[src/rtl/dapr_pkg.sv]
// Shared constants of the debug access port register router.
// Assumes a 32-bit register width fixed by the debug architecture.
package dapr_pkg;
    localparam int unsigned DW        = 32;
    localparam int unsigned ADDR_W    = 8;
    localparam logic [1:0]  IDX_ID    = 2'd0;
    localparam logic [1:0]  IDX_SEL   = 2'd2;
    localparam int unsigned PORT_LSB  = 24;
    localparam int unsigned BANK_LSB  = 4;
    // Bits of the selection register that store state; the rest read as zero.
    localparam logic [DW-1:0] SEL_KEEP = 32'hFF00_00F0;
endpackage

[src/rtl/dapr_dp_bank.sv]
// Local debug-port register bank: selection register plus identification word.
// Assumes the caller qualifies wr_en with a local write to the selection index.
module dapr_dp_bank
    import dapr_pkg::*;
#(
    parameter logic [31:0] DP_ID = 32'h1BA0_1477
) (
    input  logic          clk,
    input  logic          rst_n,
    input  logic          wr_en,
    input  logic [DW-1:0] wdata,
    input  logic [1:0]    rd_idx,
    output logic [DW-1:0] rdata,
    output logic [7:0]    sel_port,
    output logic [3:0]    sel_bank
);
    logic [DW-1:0] sel_q;

    // Selection register: reset to zero, store only the defined fields.
    always_ff @(posedge clk) begin
        if (!rst_n)
            sel_q <= '0;
        else if (wr_en)
            sel_q <= wdata & SEL_KEEP;
    end

    // Read mux over the four local word indices.
    always_comb begin
        unique case (rd_idx)
            IDX_ID:  rdata = DP_ID;
            IDX_SEL: rdata = sel_q;
            default: rdata = '0;
        endcase
    end

    assign sel_port = sel_q[PORT_LSB +: 8];
    assign sel_bank = sel_q[BANK_LSB +: 4];

    // a write lands in the register on the next edge, masked.
    a_r2_sel_load: assert property (@(posedge clk) disable iff (!rst_n)
        wr_en |=> sel_q == ($past(wdata) & SEL_KEEP));
    // without a selection write the register holds.
    a_r3_sel_hold: assert property (@(posedge clk) disable iff (!rst_n)
        !wr_en |=> $stable(sel_q));
endmodule

[src/rtl/dapr_ap_steer.sv]
// Access-port request steering: captures one request, drives it to the chosen
// port, and returns that port's response. Assumes start only when not busy and
// only for a port index below N_AP.
module dapr_ap_steer
    import dapr_pkg::*;
#(
    parameter int unsigned N_AP = 3,
    localparam int unsigned IDXW = (N_AP > 1) ? $clog2(N_AP) : 1
) (
    input  logic                 clk,
    input  logic                 rst_n,
    input  logic                 start,
    input  logic [IDXW-1:0]      idx,
    input  logic [ADDR_W-1:0]    addr,
    input  logic                 rd,
    input  logic [DW-1:0]        wdata,
    output logic                 busy,
    output logic                 done,
    output logic [DW-1:0]        rdata,
    output logic                 err,
    output logic [N_AP-1:0]      ap_req_valid,
    output logic                 ap_req_rd,
    output logic [ADDR_W-1:0]    ap_req_addr,
    output logic [DW-1:0]        ap_req_wdata,
    input  logic [N_AP-1:0]      ap_rsp_valid,
    input  logic [N_AP*DW-1:0]   ap_rsp_rdata,
    input  logic [N_AP-1:0]      ap_rsp_err
);
    logic              busy_q;
    logic [IDXW-1:0]   idx_q;
    logic [ADDR_W-1:0] addr_q;
    logic              rd_q;
    logic [DW-1:0]     wdata_q;
    logic [DW-1:0]     rsp_word [N_AP];

    // Request capture and in-flight flag.
    always_ff @(posedge clk) begin
        if (!rst_n) begin
            busy_q  <= 1'b0;
            idx_q   <= '0;
            addr_q  <= '0;
            rd_q    <= 1'b0;
            wdata_q <= '0;
        end else if (start) begin
            busy_q  <= 1'b1;
            idx_q   <= idx;
            addr_q  <= addr;
            rd_q    <= rd;
            wdata_q <= wdata;
        end else if (done) begin
            busy_q  <= 1'b0;
        end
    end

    // Per-port request strobe and response word unpacking.
    for (genvar g = 0; g < N_AP; g++) begin : g_port
        assign ap_req_valid[g] = busy_q && (int'(idx_q) == g);
        assign rsp_word[g]     = ap_rsp_rdata[g*DW +: DW];
    end

    assign busy         = busy_q;
    assign done         = busy_q && ap_rsp_valid[idx_q];
    assign rdata        = rsp_word[idx_q];
    assign err          = ap_rsp_err[idx_q];
    assign ap_req_rd    = rd_q;
    assign ap_req_addr  = addr_q;
    assign ap_req_wdata = wdata_q;

    // never more than one port strobed.
    a_r4_onehot: assert property (@(posedge clk) disable iff (!rst_n)
        $onehot0(ap_req_valid));
    // an unanswered request holds steady into the next cycle.
    a_r5_req_stable: assert property (@(posedge clk) disable iff (!rst_n)
        (busy_q && !ap_rsp_valid[idx_q]) |=>
            ($stable(ap_req_valid) && $stable(ap_req_addr) && $stable(ap_req_wdata) && $stable(ap_req_rd)));
endmodule

[src/rtl/dap_reg_router.sv]
// Debug access port register router. Local accesses reach the debug-port bank;
// access-port accesses go to the port and bank held in the selection register.
// Assumes the upstream holds acc_valid and its fields until acc_ready.
module dap_reg_router
    import dapr_pkg::*;
#(
    parameter int unsigned N_AP  = 3,
    parameter logic [31:0] DP_ID = 32'h1BA0_1477,
    localparam int unsigned IDXW = (N_AP > 1) ? $clog2(N_AP) : 1
) (
    input  logic                 clk,
    input  logic                 rst_n,
    input  logic                 acc_valid,
    input  logic                 acc_ap,
    input  logic                 acc_rd,
    input  logic [1:0]           acc_a,
    input  logic [31:0]          acc_wdata,
    output logic                 acc_ready,
    output logic [31:0]          acc_rdata,
    output logic                 acc_err,
    output logic [N_AP-1:0]      ap_req_valid,
    output logic                 ap_req_rd,
    output logic [7:0]           ap_req_addr,
    output logic [31:0]          ap_req_wdata,
    input  logic [N_AP-1:0]      ap_rsp_valid,
    input  logic [N_AP*32-1:0]   ap_rsp_rdata,
    input  logic [N_AP-1:0]      ap_rsp_err
);
    logic [DW-1:0]     dp_rdata;
    logic [7:0]        sel_port;
    logic [3:0]        sel_bank;
    logic              busy, st_done, st_err;
    logic [DW-1:0]     st_rdata;
    logic              idle, dp_acc, ap_acc, absent, ap_start, sel_wr;

    // Access classification for the current cycle.
    assign idle     = !busy;
    assign dp_acc   = acc_valid && !acc_ap && idle;
    assign ap_acc   = acc_valid &&  acc_ap && idle;
    assign absent   = int'(sel_port) >= N_AP;
    assign ap_start = ap_acc && !absent;
    assign sel_wr   = dp_acc && !acc_rd && (acc_a == IDX_SEL);

    dapr_dp_bank #(.DP_ID(DP_ID)) i_dp_bank (
        .clk      (clk),
        .rst_n    (rst_n),
        .wr_en    (sel_wr),
        .wdata    (acc_wdata),
        .rd_idx   (acc_a),
        .rdata    (dp_rdata),
        .sel_port (sel_port),
        .sel_bank (sel_bank)
    );

    dapr_ap_steer #(.N_AP(N_AP)) i_steer (
        .clk          (clk),
        .rst_n        (rst_n),
        .start        (ap_start),
        .idx          (sel_port[IDXW-1:0]),
        .addr         ({sel_bank, acc_a, 2'b00}),
        .rd           (acc_rd),
        .wdata        (acc_wdata),
        .busy         (busy),
        .done         (st_done),
        .rdata        (st_rdata),
        .err          (st_err),
        .ap_req_valid (ap_req_valid),
        .ap_req_rd    (ap_req_rd),
        .ap_req_addr  (ap_req_addr),
        .ap_req_wdata (ap_req_wdata),
        .ap_rsp_valid (ap_rsp_valid),
        .ap_rsp_rdata (ap_rsp_rdata),
        .ap_rsp_err   (ap_rsp_err)
    );

    // Upstream completion and result selection.
    always_comb begin
        acc_ready = dp_acc || (ap_acc && absent) || st_done;
        acc_err   = (ap_acc && absent) || (st_done && st_err);
        if (dp_acc)
            acc_rdata = dp_acc && acc_rd ? dp_rdata : '0;
        else if (st_done)
            acc_rdata = st_rdata;
        else
            acc_rdata = '0;
    end

    // no completion while the strobed port has not answered.
    a_r5_wait: assert property (@(posedge clk) disable iff (!rst_n)
        ((|ap_req_valid) && !(|(ap_req_valid & ap_rsp_valid))) |-> !acc_ready);
    // a missing port never receives a request.
    a_r6_no_req: assert property (@(posedge clk) disable iff (!rst_n)
        (acc_valid && acc_ap && (ap_req_valid == '0) && absent) |=> (ap_req_valid == '0));
    // local accesses never report an error.
    a_r8_dp_noerr: assert property (@(posedge clk) disable iff (!rst_n)
        (acc_valid && !acc_ap && acc_ready) |-> !acc_err);
    // idle with nothing presented means no completion.
    a_r1_quiet: assert property (@(posedge clk) disable iff (!rst_n)
        !acc_valid |-> !acc_ready);
endmodule

[config.mk]
export PLATFORM = sky130hd
export DESIGN_NAME = dap_reg_router
export DESIGN_NICKNAME = d
export VERILOG_FILES = /design/src/rtl/dapr_pkg.sv /design/src/rtl/dapr_dp_bank.sv /design/src/rtl/dapr_ap_steer.sv /design/src/rtl/dap_reg_router.sv
export SDC_FILE = /design/constraint.sdc
export NUM_CORES = 1
export LEC_CHECK = 0
export ABC_AREA = 1
export BUFFER_PORTS_ARGS = -buffer_cell sky130_fd_sc_hd__buf_4
export CELL_PAD_IN_SITES_DETAIL_PLACEMENT = 1
export CELL_PAD_IN_SITES_GLOBAL_PLACEMENT = 1
export CORE_ASPECT_RATIO = 1.1
export CORE_MARGIN = 10
export CORE_UTILIZATION = 27
export DETAILED_ROUTE_END_ITERATION = 10
export PLACE_DENSITY_LB_ADDON = 0.1
export SYNTH_ARGS = -nofsm -noshare
export SYNTH_HDL_FRONTEND = slang
export SYNTH_SLANG_ARGS = --single-unit
[constraint.sdc]
create_clock -name clk -period 1.75 [get_ports clk]
set_input_delay 0.0875 -clock clk [delete_from_list [all_inputs] [get_ports clk]]
set_output_delay 0.0875 -clock clk [all_outputs]
set_load 0.02 [all_outputs]
* Word-level counts from Yosys, hierarchy flattened
Index checks and enable logic that the tools add are counted.
** Storage, ports and cells
- Flip-flop bits (word level) :: 54
- Output and inout bits :: 78
- Word-level logic and storage cells :: 50
** Operators by class
- Magnitude comparators :: 3
- Eq/ne operators :: 3
- Muxes and demuxes :: 13
- Bitwise logic cells :: 1
- Reduce and logical (&&, ||, !) cells :: 24
** Operator list (count)
- 32-bit two-way mux :: 5
- 32-bit binary-select mux with 2-bit select :: 1
- 32-bit one-hot mux with 2 select lines :: 1
- 1-bit logical AND :: 14
- 8-bit by 2-bit greater-or-equal comparator with 1-bit output (second input constant) :: 1
- 2-bit equality test (second input constant) :: 3
- 1-bit binary-select mux with 2-bit select :: 2
- 1-bit zero test :: 4
- 2-bit zero test :: 2
- 1-bit two-way mux :: 4
- 3-bit greater-or-equal comparator (second input constant) :: 1
- 1-bit logical OR :: 3
- 2-bit by 3-bit less-than comparator with 1-bit output (second input constant) :: 1
- 2-bit NOT with 3-bit output :: 1
- 2-bit nonzero test :: 1

* Longest topological paths before layout
- Depth after elaboration :: 6
- Mapped depth :: 9

* Modules after synthesis
A second synthesis with hierarchy kept.
** Unflattened totals
- Cells, all modules :: 601
- Area, all modules :: 3513.4 µm²
** Modules (own cells, without submodules)
- dapr_ap_steer :: instances 1, cells each 345, area an instance 2155.8 µm², seq. area each 880.8 µm²
- dapr_dp_bank :: instances 1, cells each 124, area an instance 759.5 µm², seq. area each 240.2 µm²
- dap_reg_router :: instances 1, cells each 132, area an instance 598.1 µm², seq. area each 0.0 µm²

* Worst setup path after synthesis
OpenSTA, ideal clock, no wires.
- Kind :: reg2out
- Start :: reg i_steer.idx_q[1]
- End :: out acc_rdata[13]
- Data arrival time :: 1.331 ns
- Slack :: 0.332 ns
- Stages on the path, launching flop included :: 6
- Path buffers :: 1
- Cell sequence :: dfxtp_1 > inv_2 > nor2_4 > buf_1 > nand2_1 > a21oi_1
** Between the ends
- Word-level cells in the longest chain between the ends :: 6
- Elaborated cells on any way between the ends :: 9
- Classes of those cells :: mux: 7; bitwise: 1; reduce/logical: 1
** RTL lines
- from (decl) :: line dapr_ap_steer.sv:30 : logic [IDXW-1:0] idx_q;
- from (signal assigned) :: line dapr_ap_steer.sv:46 : idx_q <= idx;
- 2-bit NOT with 3-bit output (not written as such) :: line dapr_ap_steer.sv:63 : assign rdata = rsp_word[idx_q];
- 32-bit binary-select mux with 2-bit select :: line dapr_ap_steer.sv:63
- 32-bit two-way mux (not written as such) (2 in series) :: line dapr_ap_steer.sv:63
- 32-bit two-way mux (*) :: line dap_reg_router.sv:82 : else if (st_done)
- 32-bit two-way mux (*) :: line dap_reg_router.sv:80 : if (dp_acc)
- to (decl) :: line dap_reg_router.sv:19 : output logic [31:0] acc_rdata,
Every way passes the cells marked *; elsewhere a longest branch is shown, timed or not. The select of a mux whose other input is x is not followed.

* Final worst setup path
- Start :: reg i_steer.idx_q[0]
- End :: out acc_rdata[2]
Same word-level chain as after synthesis.

==> results by group <==
Run status
  – Status: finished with violations
  – Violated checks: negative setup slack

Detailed routing
  – Average wire per cell in the routed design: 17.9 um
  – DRC violation total after the first TritonRoute iteration: 248
  – Post-route ant nets: 0
  – Ratio of routed vias to standard cells: slightly below 5
  – Drc violations: 0
  – First-pass iteration count of the detailed router: 4
  – Routed vias: 4590
  – Total length of routed wires: between 15000 and 20000 um

Timing
  – RSZ-0062 raised after global routing: yes
  – Endpoints failing hold: 0
  – Shortest clock period the worst path allows after layout: 1.76 ns
  – Worst-margin pin slew: between 0.5 and 0.6 ns
  – Relative slew slack: 61.8%
  – Achievable Freq: 569 MHz
  – Clock skew: roughly 0.0046 ns
  – Setup-failing EPs final: 1
  – Final cycle utilization of the critical path: 100%
  – Worst-case setup margin in the final layout: -0.00764 ns
  – Max-slew violation count: 0

Die
  – IO Pins: 219
  – Cell Rows: 42
  – Chip Height: around 140 um
  – Area of the placeable core: 12100 um2
  – Die width: 127 um
  – Starting density of the core: 27.9%
  – Floorplan die area: approximately 17000 um2

Min path
  – Hold path startpoint: acc_wdata[29]
  – Hold worst-path end: i_dp_bank.sel_q[29]
  – Min-Delay Path Class: in -> reg
  – Number of cells traversed by the worst hold path: 3

Setup path
  – Critical Setup Path Class: reg -> out
  – Worst R2R End: i_steer.ap_req_wdata[16]
  – Top delay family on crit path: simple AND/OR/NAND/NOR gates
  – Source of the worst register-to-register timing path: i_dp_bank.sel_q[26]
  – Setup slack, reg-to-reg: 0.38 ns
  – Worst path bufs/invs: 4
  – R2R depth: 7
  – Worst path slowest cell: dfxtp_4
  – Delay contributed by the slowest stage of the critical path: 0.41 ns
  – Worst Setup Start Kind: flip-flop
  – Critical path peak fanout: 7
  – Endpoint type of the worst setup path: primary output
  – Arrival time of data at the critical path endpoint: 1.67 ns
  – Required time worst endpoint: 1.66 ns
  – Cell Chain, Critical Path: inv_4 > nor2_4 > buf_12 > buf_12 > nand2_1 > nand3_1 > nand3_1 > nand2_2 > buf_6

Job
  – Max capacitance violation total: 0

Finish
  – Area of all placed cells without fillers: 5810 um2
  – Area growth from synthesis to layout: 71.3%
  – Number of nets in the finished design: 934
  – Antenna diode count: 0
  – Commonest cells after routing, fill and taps aside: buf_4 (205), nand2_1 (178), nor2_1 (78)
  – Most common library cell in the layout ignoring fill and taps: buf_4
  – Layout fillers: 1613
  – Final standard cell count with taps included and fillers excluded: roughly 950
  – Share of post-route cells with drive strength above 1: 36.8%

GRT
  – Initial antenna violation count: 0
  – GR Util met3: 4.81%
  – Grt met2 use: between 30% and 40%
  – First-pass GRT wire length: about 25000 um
  – Vias in the first global route: around 4600
  – Global route hottest layer: met2
  – GR met1 Demand/Resource: 20.2%
  – Remaining Overflow, GRT: 0
  – Pin count of the biggest net entering global routing: between 60 and 70
  – Global Route Usage Sum: 17.4%

Pwr
  – Worst IR drop on VDD: 0.712 mV
  – Areal power density over the cells: 692 nW/um2
  – Final Total Pwr: 4.02 mW
  – Leak: 3.10 nW

Placement
  – Dpl cell area: 5160 um2
  – Number of placed instances with taps included: 929
  – HPWL after detailed placement: between 10000 and 15000 um
  – Routability cong.: 0.888
  – Setup slack at placement: 0.147 ns
  – Buffers on Ports: 216

Synthesis
  – Synthesized area: 3390 um2
  – Synthesis-stage register bit count: 54
  – Avg Cell Area, Syn: 5.76 um2
  – Yosys Warn Count: 0
  – Sequential cell area fraction in the yosys report: a little under a third
  – Cell count after synthesis: 588
  – Number of distinct library cell variants in the gate-level netlist after synthesis: 22

Clock tree
  – CTS tree: built
  – Longest Clk Path Bufs: 2
  – Post-cts hold buffer count: 0
  – Clock-pin transition on the worst setup and hold timing paths: 0.07 ns
  – Source-to-sink clock delay at the later pin of the worst-skew pair: just under 0.3 ns
  – Number of clock buffers inserted by TritonCTS: 5
  – Number of clock sinks: 54
  – H-tree level count: 2
  – Root cell of the clock tree: clkbuf_16
[worst reg2reg max path: cells and delay by family (launching register included)]
family        cells  cell delay [ns]
simple gates      6             0.66
flops             1             0.33
buf+inv           1             0.28
[metrics by stage]
step	util, %	hold slack, ns	TNS (ns)
6_report	47.8	0.0264	-0.00764
3_3_place_gp	42.5	0.323	0
4_1_cts	44.3	0.0231	0
3_5_place_dp	42.5	0.333	0
2_1_floorplan	-	0.222	0
5_1_grt	47.8	0.0293	-0.807
[sequential cells by signal, indices dropped and copies added (netlist names)]
signal	flops
i_steer.ap_req_rd	1
i_steer.idx_q	2
i_steer.ap_req_addr	6
i_steer.busy	1
i_dp_bank.sel_q	12
i_steer.ap_req_wdata	32
[cell usage after synthesis (all sizes together)]
cell | number | area share, %
inv | 53 | 5.9
a22oi | 4 | 0.89
buf | 39 | 6.3
a21boi | 1 | 0.22
conb | 1 | 0.11
nand2 | 194 | 22
nor2 | 85 | 9.8
nand4 | 1 | 0.37
a21oi | 54 | 8.0
clkbuf | 5 | 0.55
nor3 | 4 | 0.74
dfxtp | 54 | 32
nand3 | 85 | 13
o21ai | 8 | 1.2
[area by class of cell]
class	count	area, um2	area share [%]
Timing Repair Buffer	241	2110	36.4
Multi-Input combinational cell	438	2050	35.2
Sequential cell	54	1090	18.7
Inverter	53	201	3.47
Tap cell	154	193	3.32
Clock buffer	6	129	2.22
Clock inverter	2	37.5	0.647
[repair_timing]
action / CTS / global route
endpoints found under the hold margin: 0 / 0
pin swaps: 0 / 19
endpoints found under the setup margin: 34 / 34
cloned: 1 / 7
buffers inserted: 0 / 3
gates resized for setup: 8 / 60
[logic make-up after synthesis]
logic type	after synthesis	share of synthesized area, %
AND/OR/NAND/NOR	369	45.0
AO/OA/AOI/OAI	67	10.3
other	1	0.111
flip-flops	54	31.9
buffers and inverters	97	12.7
[routing by layer]
metal / wire (um) / up-vias
met1: 6660 / 2123
met2: 8450 / 192
met3: 1450 / 28
met5: 0 / -
met4: 439 / 0
li1: - / 2247
[power by group]
part / switching (mW) / total (mW) / internal [mW]
sequential: 0.0577 / 1.38 / 1.32
combinational: 0.785 / 1.51 / 0.720
clock: 0.461 / 1.14 / 0.677
[how the worst max path moves through the flow]
stage | start | to | depth (start not counted)
after floorplan | i_steer.idx_q[1] | acc_rdata[13] | 5
after global placement | i_steer.idx_q[0] | acc_rdata[2] | 9
after detailed placement | i_steer.idx_q[0] | acc_ready | 8
after CTS | i_steer.busy | acc_rdata[30] | 6
after global routing | i_steer.idx_q[0] | acc_rdata[2] | 9
final | i_steer.idx_q[0] | acc_rdata[2] | 9
(Power assumes the default switching activity.)
